[config.mk]
export PLATFORM = sky130hd
export DESIGN_NAME = blk_dma_chan
export DESIGN_NICKNAME = d
export VERILOG_FILES = /design/src/rtl/dmab_pkg.sv /design/src/rtl/dmab_regs.sv /design/src/rtl/dmab_addr_unit.sv /design/src/rtl/dmab_seq.sv /design/src/rtl/blk_dma_chan.sv
export SDC_FILE = /design/constraint.sdc
export NUM_CORES = 1
export LEC_CHECK = 0
export ABC_CLOCK_PERIOD_IN_PS = 2650
export BUFFER_PORTS_ARGS = -buffer_cell sky130_fd_sc_hd__buf_4
export CORE_ASPECT_RATIO = 1.25
export CORE_UTILIZATION = 43
export DETAILED_ROUTE_END_ITERATION = 16
export PLACE_DENSITY = 0.63
export SLEW_MARGIN = 25
export SYNTH_ARGS = -nofsm -noshare
export SYNTH_HDL_FRONTEND = slang
export SYNTH_SLANG_ARGS = --single-unit
[constraint.sdc]
create_clock -name clk -period 2.65 [get_ports clk]
set_input_delay 0 -clock clk [delete_from_list [all_inputs] [get_ports clk]]
set_output_delay 0 -clock clk [all_outputs]
set_load 0.05 [all_outputs]
[src/rtl/dmab_pkg.sv]
package dmab_pkg;

  typedef enum logic [1:0] {ST_IDLE, ST_RD, ST_WR} seq_state_t;

  // register select codes
  localparam logic [2:0] RA_SRC  = 3'd0;
  localparam logic [2:0] RA_DST  = 3'd1;
  localparam logic [2:0] RA_SIZE = 3'd2;
  localparam logic [2:0] RA_CNT  = 3'd3;
  localparam logic [2:0] RA_MODE = 3'd4;
  localparam logic [2:0] RA_CTRL = 3'd5;

  // address step codes
  localparam logic [1:0] STEP_INC = 2'b01;
  localparam logic [1:0] STEP_DEC = 2'b10;

  // signed step (two's complement) applied to an address after one beat
  function automatic logic [31:0] step_delta(input logic [1:0] mode,
                                             input logic word,
                                             input int unsigned word_bytes);
    logic [31:0] mag;
    mag = word ? 32'(word_bytes) : 32'd1;
    case (mode)
      STEP_INC: return mag;
      STEP_DEC: return (~mag) + 32'd1;
      default:  return 32'd0;
    endcase
  endfunction

  function automatic logic step_fixed(input logic [1:0] mode);
    return (mode != STEP_INC) && (mode != STEP_DEC);
  endfunction

endpackage

[src/rtl/dmab_regs.sv]
module dmab_regs
  import dmab_pkg::*;
#(
  parameter int ADDR_W = 16,
  parameter int BLK_W  = 8,
  parameter int CNT_W  = 16,
  parameter int SEL_W  = 4
) (
  input  logic              clk,
  input  logic              rst_n,
  input  logic              cfg_we,
  input  logic [2:0]        cfg_addr,
  input  logic [31:0]       cfg_wdata,
  input  logic              busy,
  input  logic              xfer_end,
  output logic              ld_src,
  output logic              ld_dst,
  output logic [ADDR_W-1:0] ld_addr_val,
  output logic              ld_size,
  output logic [BLK_W-1:0]  size_val,
  output logic              ld_count,
  output logic [CNT_W-1:0]  count_val,
  output logic              unit_word,
  output logic [1:0]        src_mode,
  output logic [1:0]        dst_mode,
  output logic              blk_dst,
  output logic [SEL_W-1:0]  trig_sel,
  output logic              run_en,
  output logic              mst_en,
  output logic              int_en,
  output logic              end_flag
);
  localparam int MODE_W = 6 + SEL_W;

  logic [MODE_W-1:0] mode_q;
  logic              locked;
  logic              cfg_ok;
  logic              ctrl_wr;
  logic              unused_wdata;

  assign unused_wdata = ^cfg_wdata;
  assign locked  = (run_en && mst_en) || busy;
  assign cfg_ok  = cfg_we && !locked;
  assign ctrl_wr = cfg_we && (cfg_addr == RA_CTRL);

  assign ld_src      = cfg_ok && (cfg_addr == RA_SRC);
  assign ld_dst      = cfg_ok && (cfg_addr == RA_DST);
  assign ld_size     = cfg_ok && (cfg_addr == RA_SIZE);
  assign ld_count    = cfg_ok && (cfg_addr == RA_CNT);
  assign ld_addr_val = cfg_wdata[ADDR_W-1:0];
  assign size_val    = cfg_wdata[BLK_W-1:0];
  assign count_val   = cfg_wdata[CNT_W-1:0];

  assign unit_word = mode_q[0];
  assign src_mode  = mode_q[2:1];
  assign dst_mode  = mode_q[4:3];
  assign blk_dst   = mode_q[5];
  assign trig_sel  = mode_q[6 +: SEL_W];

  always_ff @(posedge clk or negedge rst_n) begin
    if (!rst_n) begin
      mode_q   <= '0;
      run_en   <= 1'b0;
      mst_en   <= 1'b0;
      int_en   <= 1'b0;
      end_flag <= 1'b0;
    end else begin
      if (cfg_ok && (cfg_addr == RA_MODE)) mode_q <= cfg_wdata[MODE_W-1:0];
      if (ctrl_wr) begin
        mst_en <= cfg_wdata[1];
        int_en <= cfg_wdata[2];
      end
      if (xfer_end) begin
        run_en   <= 1'b0;
        end_flag <= 1'b1;
      end else if (ctrl_wr) begin
        run_en <= cfg_wdata[0];
        if (cfg_wdata[3]) end_flag <= 1'b0;
      end
    end
  end


  locked_mode_chk: assert property (@(posedge clk) disable iff (!rst_n)
    (cfg_we && locked && cfg_addr == RA_MODE) |=> $stable(mode_q));

endmodule

[src/rtl/dmab_addr_unit.sv]
module dmab_addr_unit
  import dmab_pkg::*;
#(
  parameter int ADDR_W     = 16,
  parameter int WORD_BYTES = 2
) (
  input  logic              clk,
  input  logic              rst_n,
  input  logic              ld,
  input  logic [ADDR_W-1:0] ld_val,
  input  logic              mark,
  input  logic              step,
  input  logic              restore,
  input  logic [1:0]        mode,
  input  logic              unit_word,
  output logic [ADDR_W-1:0] addr
);
  logic [ADDR_W-1:0] start_q;
  logic [31:0]       delta;

  assign delta = step_delta(mode, unit_word, WORD_BYTES);

  always_ff @(posedge clk or negedge rst_n) begin
    if (!rst_n) begin
      addr    <= '0;
      start_q <= '0;
    end else begin
      if (ld)           addr <= ld_val;
      else if (restore) addr <= start_q;
      else if (step)    addr <= addr + delta[ADDR_W-1:0];
      if (mark) start_q <= addr;
    end
  end


  fixed_hold_chk: assert property (@(posedge clk) disable iff (!rst_n)
    (step && !restore && !ld && step_fixed(mode)) |=> $stable(addr));

endmodule

[src/rtl/dmab_seq.sv]
module dmab_seq
  import dmab_pkg::*;
#(
  parameter int ADDR_W = 16,
  parameter int DATA_W = 16,
  parameter int BLK_W  = 8,
  parameter int CNT_W  = 16
) (
  input  logic              clk,
  input  logic              rst_n,
  input  logic              run,
  input  logic              trig_hit,
  input  logic              ld_size,
  input  logic [BLK_W-1:0]  size_val,
  input  logic              ld_count,
  input  logic [CNT_W-1:0]  count_val,
  input  logic [ADDR_W-1:0] src_addr,
  input  logic [ADDR_W-1:0] dst_addr,
  input  logic              unit_word,
  input  logic [DATA_W-1:0] mem_rdata,
  input  logic              mem_ack,
  output logic              mem_req,
  output logic              mem_we,
  output logic              mem_byte,
  output logic [ADDR_W-1:0] mem_addr,
  output logic [DATA_W-1:0] mem_wdata,
  output logic              busy,
  output logic              blk_start,
  output logic              beat_done,
  output logic              blk_end,
  output logic              xfer_end
);
  seq_state_t        st_q;
  logic [BLK_W-1:0]  size_cnt;
  logic [BLK_W-1:0]  size_rl;
  logic [CNT_W-1:0]  blocks_left;
  logic [DATA_W-1:0] data_q;

  assign busy      = (st_q != ST_IDLE);
  assign blk_start = !busy && run && trig_hit;
  assign beat_done = (st_q == ST_WR) && mem_ack;
  assign blk_end   = beat_done && (size_cnt == BLK_W'(1));
  assign xfer_end  = blk_end && (blocks_left == CNT_W'(1));

  assign mem_req   = busy;
  assign mem_we    = (st_q == ST_WR);
  assign mem_byte  = !unit_word;
  assign mem_addr  = (st_q == ST_WR) ? dst_addr : src_addr;
  assign mem_wdata = unit_word ? data_q : {{(DATA_W-8){1'b0}}, data_q[7:0]};

  always_ff @(posedge clk or negedge rst_n) begin
    if (!rst_n) begin
      st_q        <= ST_IDLE;
      size_cnt    <= '0;
      size_rl     <= '0;
      blocks_left <= '0;
      data_q      <= '0;
    end else begin
      if (ld_size) begin
        size_rl  <= size_val;
        size_cnt <= size_val;
      end
      if (ld_count) blocks_left <= count_val;
      case (st_q)
        ST_IDLE: if (blk_start) st_q <= ST_RD;
        ST_RD: if (mem_ack) begin
          data_q <= mem_rdata;
          st_q   <= ST_WR;
        end
        ST_WR: if (mem_ack) begin
          if (blk_end) begin
            size_cnt    <= size_rl;
            blocks_left <= blocks_left - CNT_W'(1);
            st_q        <= ST_IDLE;
          end else begin
            size_cnt <= size_cnt - BLK_W'(1);
            st_q     <= ST_RD;
          end
        end
        default: st_q <= ST_IDLE;
      endcase
    end
  end


  read_then_write_chk: assert property (@(posedge clk) disable iff (!rst_n)
    (mem_req && !mem_we && mem_ack) |=> (mem_req && mem_we));


  size_reload_chk: assert property (@(posedge clk) disable iff (!rst_n)
    blk_end |=> (size_cnt == size_rl));


  count_step_chk: assert property (@(posedge clk) disable iff (!rst_n)
    blk_end |=> (blocks_left == $past(blocks_left) - CNT_W'(1)));


  busy_hold_chk: assert property (@(posedge clk) disable iff (!rst_n)
    (busy && !blk_end) |=> busy);

endmodule

[src/rtl/blk_dma_chan.sv]
module blk_dma_chan
  import dmab_pkg::*;
#(
  parameter int ADDR_W = 16,
  parameter int DATA_W = 16,
  parameter int BLK_W  = 8,
  parameter int CNT_W  = 16,
  parameter int TRIG_N = 16
) (
  input  logic              clk,
  input  logic              rst_n,
  input  logic              cfg_we,
  input  logic [2:0]        cfg_addr,
  input  logic [31:0]       cfg_wdata,
  input  logic [TRIG_N-1:0] trig_in,
  output logic              mem_req,
  output logic              mem_we,
  output logic              mem_byte,
  output logic [ADDR_W-1:0] mem_addr,
  output logic [DATA_W-1:0] mem_wdata,
  input  logic [DATA_W-1:0] mem_rdata,
  input  logic              mem_ack,
  output logic              run_en,
  output logic              end_flag,
  output logic              irq,
  output logic              busy
);
  localparam int SEL_W      = $clog2(TRIG_N);
  localparam int WORD_BYTES = DATA_W / 8;

  logic              ld_src, ld_dst, ld_size, ld_count;
  logic [ADDR_W-1:0] ld_addr_val;
  logic [BLK_W-1:0]  size_val;
  logic [CNT_W-1:0]  count_val;
  logic              unit_word, blk_dst, mst_en, int_en;
  logic [1:0]        src_mode, dst_mode;
  logic [SEL_W-1:0]  trig_sel;
  logic              trig_hit;
  logic              blk_start, beat_done, blk_end, xfer_end;

  logic [1:0]        side_ld;
  logic [1:0]        side_mode [2];
  logic [ADDR_W-1:0] side_addr [2];

  assign trig_hit     = trig_in[trig_sel];
  assign irq          = end_flag && int_en;
  assign side_ld      = {ld_dst, ld_src};
  assign side_mode[0] = src_mode;
  assign side_mode[1] = dst_mode;

  dmab_regs #(
    .ADDR_W(ADDR_W), .BLK_W(BLK_W), .CNT_W(CNT_W), .SEL_W(SEL_W)
  ) u_regs (
    .clk(clk), .rst_n(rst_n), .cfg_we(cfg_we), .cfg_addr(cfg_addr),
    .cfg_wdata(cfg_wdata), .busy(busy), .xfer_end(xfer_end),
    .ld_src(ld_src), .ld_dst(ld_dst), .ld_addr_val(ld_addr_val),
    .ld_size(ld_size), .size_val(size_val), .ld_count(ld_count),
    .count_val(count_val), .unit_word(unit_word), .src_mode(src_mode),
    .dst_mode(dst_mode), .blk_dst(blk_dst), .trig_sel(trig_sel),
    .run_en(run_en), .mst_en(mst_en), .int_en(int_en), .end_flag(end_flag)
  );

  for (genvar s = 0; s < 2; s++) begin : g_side
    dmab_addr_unit #(.ADDR_W(ADDR_W), .WORD_BYTES(WORD_BYTES)) u_addr (
      .clk(clk), .rst_n(rst_n), .ld(side_ld[s]), .ld_val(ld_addr_val),
      .mark(blk_start), .step(beat_done),
      .restore(blk_end && (blk_dst == 1'(s))),
      .mode(side_mode[s]), .unit_word(unit_word), .addr(side_addr[s])
    );
  end

  dmab_seq #(
    .ADDR_W(ADDR_W), .DATA_W(DATA_W), .BLK_W(BLK_W), .CNT_W(CNT_W)
  ) u_seq (
    .clk(clk), .rst_n(rst_n), .run(run_en && mst_en), .trig_hit(trig_hit),
    .ld_size(ld_size), .size_val(size_val), .ld_count(ld_count),
    .count_val(count_val), .src_addr(side_addr[0]), .dst_addr(side_addr[1]),
    .unit_word(unit_word), .mem_rdata(mem_rdata), .mem_ack(mem_ack),
    .mem_req(mem_req), .mem_we(mem_we), .mem_byte(mem_byte),
    .mem_addr(mem_addr), .mem_wdata(mem_wdata), .busy(busy),
    .blk_start(blk_start), .beat_done(beat_done), .blk_end(blk_end),
    .xfer_end(xfer_end)
  );


  end_disables_chk: assert property (@(posedge clk) disable iff (!rst_n)
    xfer_end |=> (!run_en && end_flag));


  irq_clear_chk: assert property (@(posedge clk) disable iff (!rst_n)
    (cfg_we && cfg_addr == RA_CTRL && cfg_wdata[3] && !xfer_end) |=> !irq);


  start_gate_chk: assert property (@(posedge clk) disable iff (!rst_n)
    $rose(busy) |-> $past(run_en && mst_en && trig_hit));

endmodule

; ---- Yosys cells after proc, flatten, opt, wreduce, memory -nomap -nowiden
; Cells that the tools add are included.
[word_totals]
ramBits = 0
output_inout_bits = 39
latch_bits = 0
rom_bits = 0
ff_bits = 128
memories = 0
[classes]
n_mux = 31
add_sub_neg = 5
div_mod_pow = 0
n_reduce_logical = 30
n_mul = 0
shift = 0
bitwise_logic = 2
order_cmp = 1
n_eq_ne = 16
[op_table]
columns = cell, count
row1 = 16-bit 2-to-1 mux, 12
row2 = 16-bit case mux with 2 select lines, 2
row3 = 16-bit adder, 2
row4 = 8-bit 2-to-1 mux, 4
row5 = 16-bit by 1-bit adder with 16-bit output (second input constant), 1
row6 = 16-bit by 1-bit equality test with 1-bit output (second input constant), 1
row7 = 1-bit logical AND, 16
row8 = 16-bit NOT, 1
row9 = 16-bit by 1-bit subtractor with 16-bit output (second input constant), 1
row10 = 8-bit by 1-bit equality test with 1-bit output (second input constant), 1
row11 = 2-bit 2-to-1 mux, 4
row12 = 8-bit by 1-bit subtractor with 8-bit output (second input constant), 1
row13 = 1-bit 2-to-1 mux, 7
row14 = 2-bit by 1-bit equality test with 1-bit output (second input constant), 3
row15 = 2-bit equality test (second input constant), 3
row16 = 3-bit by 2-bit equality test with 1-bit output (second input constant), 2
row17 = 3-bit equality test (second input constant), 2
row18 = 2-bit case mux with 3 select lines, 1
row19 = 2-bit nonzero test, 3
row20 = 3-bit nonzero test, 2
row21 = 4-bit by 5-bit < comparator with 1-bit output (second input constant), 1
row22 = 1-bit binary-select mux with 4-bit select, 1
row23 = 2-bit inequality test (second input constant), 2
row24 = 2-bit AND reduction, 2
row25 = other kinds (8), 10

; ---- Logic depth before layout (Yosys ltp)
; Gate-level depths: netlist (run 1).
[depth]
depth_word = 9
ltp_mapped = 13

; ---- Hierarchy
; From an unflattened synthesis (run 1), not the netlist that was laid out.
[unflattened]
cells_unflattened = 876
hier_area_um2 = 8577.0
[by_module_without_submodules]
columns = module, instances, area_per_inst_um2, cells_per_inst, seq_area_each_um2
row1 = dmab_addr_unit, 2, 2215.9, 233, 800.8
row2 = dmab_seq, 1, 3040.4, 318, 1251.2
row3 = dmab_regs, 1, 944.7, 81, 350.3
row4 = blk_dma_chan, 1, 160.2, 11, 0.0

; ---- Worst setup path after synthesis (run 1)
; No wires, ideal clock.
[synth_timing]
path_type = flip-flop to flip-flop
from = reg u_regs.mode_q[1]
to = reg g_side[0].u_addr.addr[13]
required_time_ns = 2.514
arrival_ns = 2.489
path_stages_with_launch = 12
setup_time_ns = 0.136
path_buffers = 0
slack_ns = 0.025
cell_sequence = dfrtp_1 > inv_1 > ha_1 > or2_2 > inv_1 > ha_1 > a211oi_1 > o211ai_1 > a31o_2 > a21oi_1 > mux2i_1 > o21ai_0
[synth_via]
elab_chain_cells = 6
[synth_lines]
columns = element, line_no
row1 = "start, declared", dmab_regs.sv:35  ; logic [MODE_W-1:0] mode_q;
row2 = "start signal, assigned", dmab_regs.sv:68  ; if (cfg_ok && (cfg_addr == RA_MODE)) mode_q <= cfg_wdata[MODE_W-1:0];
row3 = 2-bit equality test / 2-bit by 1-bit equality test with 1-bit output (equally long branches), dmab_pkg.sv:23  ; case (mode)
row4 = 16-bit case mux with 2 select lines (*), dmab_pkg.sv:23
row5 = 16-bit adder (*), dmab_addr_unit.sv:30  ; else if (step) addr <= addr + delta[ADDR_W-1:0];
row6 = 16-bit 2-to-1 mux (*), dmab_addr_unit.sv:30
row7 = 16-bit 2-to-1 mux (*), dmab_addr_unit.sv:29  ; else if (restore) addr <= start_q;
row8 = 16-bit 2-to-1 mux (*), dmab_addr_unit.sv:28  ; if (ld) addr <= ld_val;
row9 = "end signal, assigned", dmab_addr_unit.sv:28
row10 = "end signal, assigned", dmab_addr_unit.sv:29
row11 = "end signal, assigned", dmab_addr_unit.sv:30
row12 = "end, declared", dmab_addr_unit.sv:16  ; output logic [ADDR_W-1:0] addr
; Every way passes the cells marked *; elsewhere a longest branch is shown, timed or not. The select of a mux whose other input is x is not followed.
; A chain may end at the register's enable or synchronous reset.

; ---- Worst setup path after layout (run 1)
[layout_timing]
from = reg u_regs.mode_q[1]
to = reg g_side[0].u_addr.addr[15]
; The elaborated chain is that of the path after synthesis.

==> results of run 1 <==
[kinds of logic after synthesis]
group	synth area share (%)
simple gates	15.2
flops	39.8
buf+inv	4.09
mux	13.4
xor+xnor	2.61
fa+ha+maj	6.72
compound gates	18.1
[power by group through the flow]
| stage | sequential (uW) | combinational [uW] | clock [uW] |
|---|---|---|---|
| after floorplan | 3430 | 5170 | 0 |
| after CTS | 3670 | 7090 | 2500 |
| after detailed placement | 3690 | 6890 | 0 |
| final | 3690 | 7330 | 2470 |
| after global placement | 3670 | 6790 | 0 |
| after global routing | 3830 | 7980 | 2590 |
[per-layer routing]
layer / vias up / routed length [um] / track usage [%] / share of wire [%]
met5: - / 0 / 0 / 0
li1: 3338 / - / - / -
met4: 0 / 450 / 8.84 / 2.1
met1: 3365 / 9420 / 27.3 / 43
met3: 39 / 730 / 3.78 / 3.4
met2: 134 / 11100 / 40.4 / 51
[cell usage after synthesis (4+ instances only)]
library cell / number
xnor2_1: 12
clkbuf_1: 25
ha_1: 40
nand2b_1: 5
a211oi_1: 11
and2_1: 15
o21ai_0: 81
mux2i_1: 11
a21o_1: 11
a221oi_1: 10
nor2_1: 66
nand3b_1: 8
mux4_2: 5
nand4_1: 4
nor2b_1: 7
buf_4: 14
mux2_2: 76
xor2_1: 12
nand3_1: 9
or3_1: 6
a21oi_1: 56
a22oi_1: 12
o211ai_1: 6
nor3_1: 20
a311oi_1: 5
dfrtp_1: 128
nand2_1: 76
inv_1: 25
[worst max-delay path by stage]
| stage | start | endpoint | slack (ps) | cells after the start |
|---|---|---|---|---|
| finish | u_regs.mode_q[1]$_DFFE_PN0P_ | g_side[0].u_addr.addr[15]$_DFFE_PN0P_ | 20 | 13 |
| CTS | u_regs.mode_q[3]$_DFFE_PN0P_ | g_side[1].u_addr.addr[14]$_DFFE_PN0P_ | -20 | 13 |
| detailed placement | u_regs.mode_q[1]$_DFFE_PN0P_ | g_side[0].u_addr.addr[13]$_DFFE_PN0P_ | -200 | 11 |
| global placement | u_regs.mode_q[1]$_DFFE_PN0P_ | g_side[0].u_addr.addr[15]$_DFFE_PN0P_ | -150 | 12 |
| global route | u_regs.mode_q[3]$_DFFE_PN0P_ | g_side[1].u_addr.addr[10]$_DFFE_PN0P_ | -120 | 12 |
| floorplan | u_regs.mode_q[1]$_DFFE_PN0P_ | g_side[0].u_addr.addr[13]$_DFFE_PN0P_ | 30 | 11 |
[placed cells by master (no fill, tap or decap), types with 15 or more instances in the layout]
master and count:
buf_4 145, dfrtp_1 128, o21ai_0 76, and2_1 15, inv_1 22, a21oi_1 54, ha_1 31, nor3_1 17
mux2_2 75, nand2_1 75, nor2_1 65, clkbuf_16 17, dlygate4sd3_1 34
[layout make-up]
| type | count | area (um^2) |
|---|---|---|
| clock buffers | 22 | 454 |
| repair buffers | 183 | 1500 |
| multi-input cells | 634 | 4740 |
| flip-flops and latches | 128 | 3200 |
| clock inverters | 10 | 160 |
| well taps | 228 | 285 |
| inverters | 25 | 93.8 |
| fillers | 1597 | 7800 |
[worst register-to-register path, delay by kind of cell (launching register included)]
kind,cells,cell delay [ps]
compound gates,6,1260
flops,1,380
fa+ha+maj,2,380
buf+inv,3,310
simple gates,2,210
[sequential cells by signal, summed over array words and instances (netlist names)]
signal,cells
g_side.u_addr.start_q,32
g_side.u_addr.addr,32
u_seq.st_q,2
u_seq.size_cnt,8
u_seq.size_rl,8
u_seq.data_q,16
u_regs.int_en,1
u_regs.run_en,1
u_regs.mst_en,1
u_seq.blocks_left,16
u_regs.end_flag,1
u_regs.mode_q,10
[per-stage QoR]
| step | utilization (%) | setup TNS, ps |
|---|---|---|
| global route | 57.2 | -533 |
| global placement | 50.7 | -469 |
| floorplan | - | 0 |
| detailed placement | 50.7 | -793 |
| finish | 57.2 | 0 |
| CTS | 56.4 | -22.1 |
[timing repair]
action,4_1_cts,5_1_grt
gates resized for setup,15,30
setup endpoints to repair,9,17
setup buffers,1,3
hold endpoints to repair,216,0
hold buffers,34,0
pin swaps,6,16
==> flow_summary_export.csv, run 1 <==
group,metric,value,unit
pwr,p_leak,0.00472,uW
global_routing,grt_pass1_vias,6809,
global_routing,grt-ovfl-total,0,
critical_path,r2r_start,"u_regs.mode_q[1]$_DFFE_PN0P_",
synth,synth_edf_count,0,
timing,final.min_clock_period,2630,ps
pwr,switchingPower,5760,uW
routing,drt_wl_total,21.7,mm
clock_tree,cts_root_buffer,"clkbuf_16",
pwr,vdd_drop_max,0.768,mV
synth,synthArstFlopShare,100,%
routing,drc_errors,0,
critical_path,crit_arrival,2940,ps
timing,rsz0062_at_grt,"true",
synth,ys.flop_type,"dfrtp_1",
pwr,p_int,7730,uW
clock_tree,htreeDepth,4,
synth,syn-num-nets,944,
critical_path,cp_slowest_cell,"dfrtp_1",
critical_path,worstSetupEndpointType,"register",
pwr,power_frac_seq,27.4,%
floorplan,std_cell_rows,55,
timing,setup_viol_count_final,0,
timing,finalCritPeriodShare,99.2,%
synth,yosysTopAreaCell,"dfrtp_1",
floorplan,boundaryPins,110,
clock_tree,cts_sinks,128,
critical_path,r2r-end,"g_side[0].u_addr.addr[15]$_DFFE_PN0P_",
pwr,clkPwrFrac,18.3,%
critical_path,worst-setup-path-type,"register to register",
place,place_inst,1160,
critical_path,crit_family,"compound AO/OA/AOI/OAI gates",
clock_tree,clkTransAtPathRegs,60,ps
clock_tree,cts_tree,"done",
flow_run,maxCapViolCount,0,
routing,firstDrtPassIters,5,
timing,fmax,380,MHz
synth,syn-cell-area,8050,um^2
timing,fin_skew,7.98,ps
critical_path,r2r_cells,13,
global_routing,grt_max_degree,55,
pwr,power,13500,uW
timing,report.final.hold_viol_count,0,
critical_path,cpPeakStageDelay,380,ps
synth,postSynthAreaPerCell,9.68,um^2
place,place_ws,-202,ps
critical_path,cp_num_buf_inv,3,
synth,seq_area_frac_synth,39.8,%
critical_path,crit_chain,"buf_4 -> ha_4 -> a21oi_1 -> or2_4 -> inv_2 -> ha_4 -> a211oi_4 -> o211ai_1 -> a31o_2 -> buf_6 -> o211a_1 -> o21ai_1 -> nand2_1",
floorplan,core,18200,um^2
synth,synth_area_leaders,"dfrtp_1 (40%), mux2_2 (11%), ha_1 (6.2%)",
routing,drtIter0Drc,403,
hold_path,hold_class,"primary input to asynchronous set/reset pin",
critical_path,r2r_slack,20,ps
floorplan,start_util,44.1,%
layout,drive_gt1_share,30.9,%
place,io_buffers,93,
synth,ys_ff_latch,128,
synth,ys_warn_count,0,
pwr,combPwrFrac,54.3,%
global_routing,track_usage,22.7,%
global_routing,grt_antenna_before_repair,0,
pwr,powerDensity,1290,nW/um^2
floorplan,die_w,124,um
critical_path,critPathMostFrequentCell,"ha_4",
timing,setup_ws,21.0,ps
place,dpl.hpwl,15.5,mm
place,post_dp_cell_area,9250,um^2
clock_tree,cts_buffers,17,
floorplan,die_y,155,um
pwr,switching_share,42.7,%
timing,whs,34.2,ps
clock_tree,clock_path_buffers,2,
layout,design_area,10400,um^2
routing,num_vias,6876,
synth,synth_cells,831,
layout,num_antenna_cells,0,
timing,relSlewSlack,43.6,%
synth,synth_cell_types,76,
global_routing,grt_pass1_wl,34.5,mm
routing,viasPerCell,5.59,
layout,final_nets,1102,
layout,fin_cells,1230,
status,status,"completed",
synth,synth_top_area_share,39.8,%
critical_path,crit_required,2960,ps
critical_path,path_max_fanout,3,
critical_path,critPathLaunchType,"register",
place,gp_congestion,0.901,
timing,worst_slew_pin_slew,843,ps
clock_tree,clkLatencyLatePin,420,ps
routing,antenna_left,0,
routing,wire_per_inst,17.7,um
timing,maxSlewViolCount,0,
layout,area_growth,29.7,%
floorplan,dieArea,19300,um^2
Power figures use the tool's default switching activity.
==> inputs of run 2 (changes only) <==
--- a/config.mk
+++ b/config.mk
@@ -8,9 +8,10 @@
 export ABC_CLOCK_PERIOD_IN_PS = 2650
 export BUFFER_PORTS_ARGS = -buffer_cell sky130_fd_sc_hd__buf_4
 export CORE_ASPECT_RATIO = 1.25
-export CORE_UTILIZATION = 43
+export CORE_UTILIZATION = 49
+export CTS_BUF_LIST = sky130_fd_sc_hd__clkbuf_16
 export DETAILED_ROUTE_END_ITERATION = 16
-export PLACE_DENSITY = 0.63
+export PLACE_DENSITY = 0.7
 export SLEW_MARGIN = 25
 export SYNTH_ARGS = -nofsm -noshare
 export SYNTH_HDL_FRONTEND = slang
==> run 2 against run 1 <==
Effect of this change:
- hold slack gained 67 ps
- cell area shrank 0.26%
- combinational power grew 2%
- sequential power is essentially flat
- via count grew 1.9%
- register-to-register slack lost 20 ps
- critical endpoint unchanged
- largest cell class unchanged
- largest power group unchanged
==> flow_summary_export.csv, run 2 (synthesis results as in run 1) <==
group,metric,value,unit
pwr,powerDensity,1290,nW/um^2
layout,final_cell_mix,"buf_4 (149), dfrtp_1 (128), mux2_2 (76)",
floorplan,std_cell_rows,52,
hold_path,hold_depth,4,
critical_path,cp_num_buf_inv,3,
layout,final_nets,1107,
routing,viasPerCell,5.73,
clock_tree,clkTransAtPathRegs,60,ps
place,place_ws,-270,ps
layout,area_growth,29.3,%
hold_path,hold_class,"primary input to register",
clock_tree,cts_root_buffer,"clkbuf_16",
critical_path,crit_arrival,2940,ps
routing,routed.top_layer,"met4",
critical_path,crit_chain,"inv_2 -> ha_4 -> a21oi_2 -> or2_4 -> inv_4 -> ha_4 -> a211oi_4 -> o211ai_1 -> a31o_2 -> buf_6 -> o211a_1 -> o21ai_1 -> nand2_1",
timing,relSlewSlack,52.8,%
floorplan,die_w,117,um
routing,wl_met2,11.4,mm
layout,num_antenna_cells,0,
timing,final.min_clock_period,2650,ps
critical_path,cp_slowest_cell,"dfrtp_1",
routing,drt_wl_total,21.6,mm
place,gp_congestion,0.921,
place,io_buffers,93,
hold_path,min_from,"cfg_addr[2]",
place,dpl.hpwl,15.0,mm
clock_tree,clock_path_buffers,2,
flow_run,maxCapViolCount,0,
timing,fmax,377,MHz
critical_path,worstSetupStartpoint,"u_regs.mode_q[2]$_DFFE_PN0P_",
critical_path,worst-setup-path-type,"register to register",
global_routing,grt-ovfl-total,0,
routing,firstDrtPassIters,4,
routing,antenna_left,0,
clock_tree,cts_buffers,17,
critical_path,r2r_slack,0.9,ps
critical_path,critPathMostFrequentCell,"ha_4",
critical_path,cpPeakStageDelay,440,ps
clock_tree,htreeDepth,4,
floorplan,dieArea,16900,um^2
timing,report.final.hold_viol_count,0,
clock_tree,cts_tree,"done",
global_routing,track_usage,26.4,%
critical_path,critPathLaunchType,"register",
layout,final_common_cell,"buf_4",
timing,rsz0062_at_grt,"true",
critical_path,path_max_fanout,3,
timing,setup_ws,0.900,ps
critical_path,r2r-end,"g_side[0].u_addr.addr[15]$_DFFE_PN0P_",
global_routing,grt_pass1_vias,6878,
layout,reg_top3,"g_side.u_addr.addr (32), g_side.u_addr.start_q (32)",
critical_path,worstSetupEndpointType,"register",
pwr,power,13400,uW
pwr,vdd_drop_max,0.681,mV
critical_path,crit_family,"compound AO/OA/AOI/OAI gates",
routing,wire_per_inst,17.7,um
clock_tree,clkLatencyLatePin,410,ps
global_routing,grt_pass1_wl,34.5,mm
routing,num_vias,7004,
timing,fin_skew,9.04,ps
layout,fin_cells,1222,
timing,maxSlewViolCount,0,
routing,wl_met1,9.22,mm
floorplan,core,16100,um^2
pwr,p_leak,0.00472,uW
global_routing,grt_max_degree,61,
critical_path,crit_required,2940,ps
layout,drive_gt1_share,32.2,%
status,status,"completed",
routing,drtIter0Drc,518,
routing,drc_errors,0,
hold_path,worstHoldEndpoint,"u_regs.end_flag$_DFFE_PN0P_",
critical_path,r2r_start,"u_regs.mode_q[2]$_DFFE_PN0P_",
timing,finalCritPeriodShare,100,%
timing,setup_viol_count_final,0,
timing,worst_slew_pin_slew,704,ps
floorplan,die_y,145,um
floorplan,boundaryPins,110,
routing,met3_length,639,um
place,place_inst,1146,
critical_path,r2r_cells,13,
clock_tree,cts_sinks,128,
global_routing,grt_antenna_before_repair,0,
floorplan,start_util,49.9,%
==> run 2: cell count changes in the layout (fill, tap and decap cells not counted), moves of 2 or more <==
cell	before	now
bufinv_16	4	1
inv_2	3	5
o21ai_1	8	10
o21ai_0	76	74
inv_6	0	3
clkbuf_1	4	0
clkinv_1	0	2
buf_4	145	149
inv_1	22	19
==> run 2: power breakdown <==
group          internal (uW)  total (uW)  switching, uW  leakage [uW]
clock network           1280        2170            887      0.000268
logic                   3360        7510           4150       0.00286
registers               2840        3700            858       0.00158
total                   7480       13400           5890       0.00472
==> run 2: layout make-up <==
| cell class | count | area [um^2] |
|---|---|---|
| well taps | 216 | 270 |
| repair buffers | 188 | 1540 |
| flip-flops and latches | 128 | 3200 |
| fillers | 1321 | 5730 |
| clock inverters | 14 | 118 |
| clock buffers | 17 | 425 |
| inverters | 25 | 96.3 |
| multi-input cells | 634 | 4750 |
==> run 2: how the worst max path moves through the flow <==
stage / end / slack, ps / cells past startpoint
global route: g_side[0].u_addr.addr[15]$_DFFE_PN0P_ / -120 / 13
global placement: g_side[0].u_addr.addr[13]$_DFFE_PN0P_ / -170 / 11
CTS: g_side[0].u_addr.addr[12]$_DFFE_PN0P_ / 1 / 10
floorplan: g_side[0].u_addr.addr[13]$_DFFE_PN0P_ / 30 / 11
detailed placement: g_side[0].u_addr.addr[13]$_DFFE_PN0P_ / -270 / 11
finish: g_side[0].u_addr.addr[15]$_DFFE_PN0P_ / 0.9 / 13
==> run 2: timing repair <==
| item | in CTS | in global routing |
|---|---|---|
| buffers inserted | 2 | 9 |
| resized for setup | 16 | 41 |
| pin swaps | 8 | 23 |
| hold buffers | 34 | 0 |
| hold endpoints to repair | 132 | 0 |
| setup endpoints to repair | 9 | 18 |
==> run 2: layer usage <==
metal  global-route usage, %  up-vias
li1                        -     3359
met1                    33.5     3466
met2                    45.6      152
met3                    3.84       27
met4                    8.35        0
met5                       0        -
==> run 2: tightest hold or removal path, cell delays in order <==
cell and delay (ps):
buf_4 120, nand4b_1 200, o21ai_0 110, nand2_1 60
==> run 2: stage by stage <==
stage	cell area (um^2)	hold WS [ps]	setup TNS [ps]	utilization (%)
3_5_place_dp	9220	63.8	-964	57.1
6_report	10400	101	0	64.5
4_1_cts	10200	107	0	63.1
2_1_floorplan	8050	-296	0	-
5_1_grt	10400	117	-535	64.5
3_3_place_gp	9220	62.6	-507	57.1
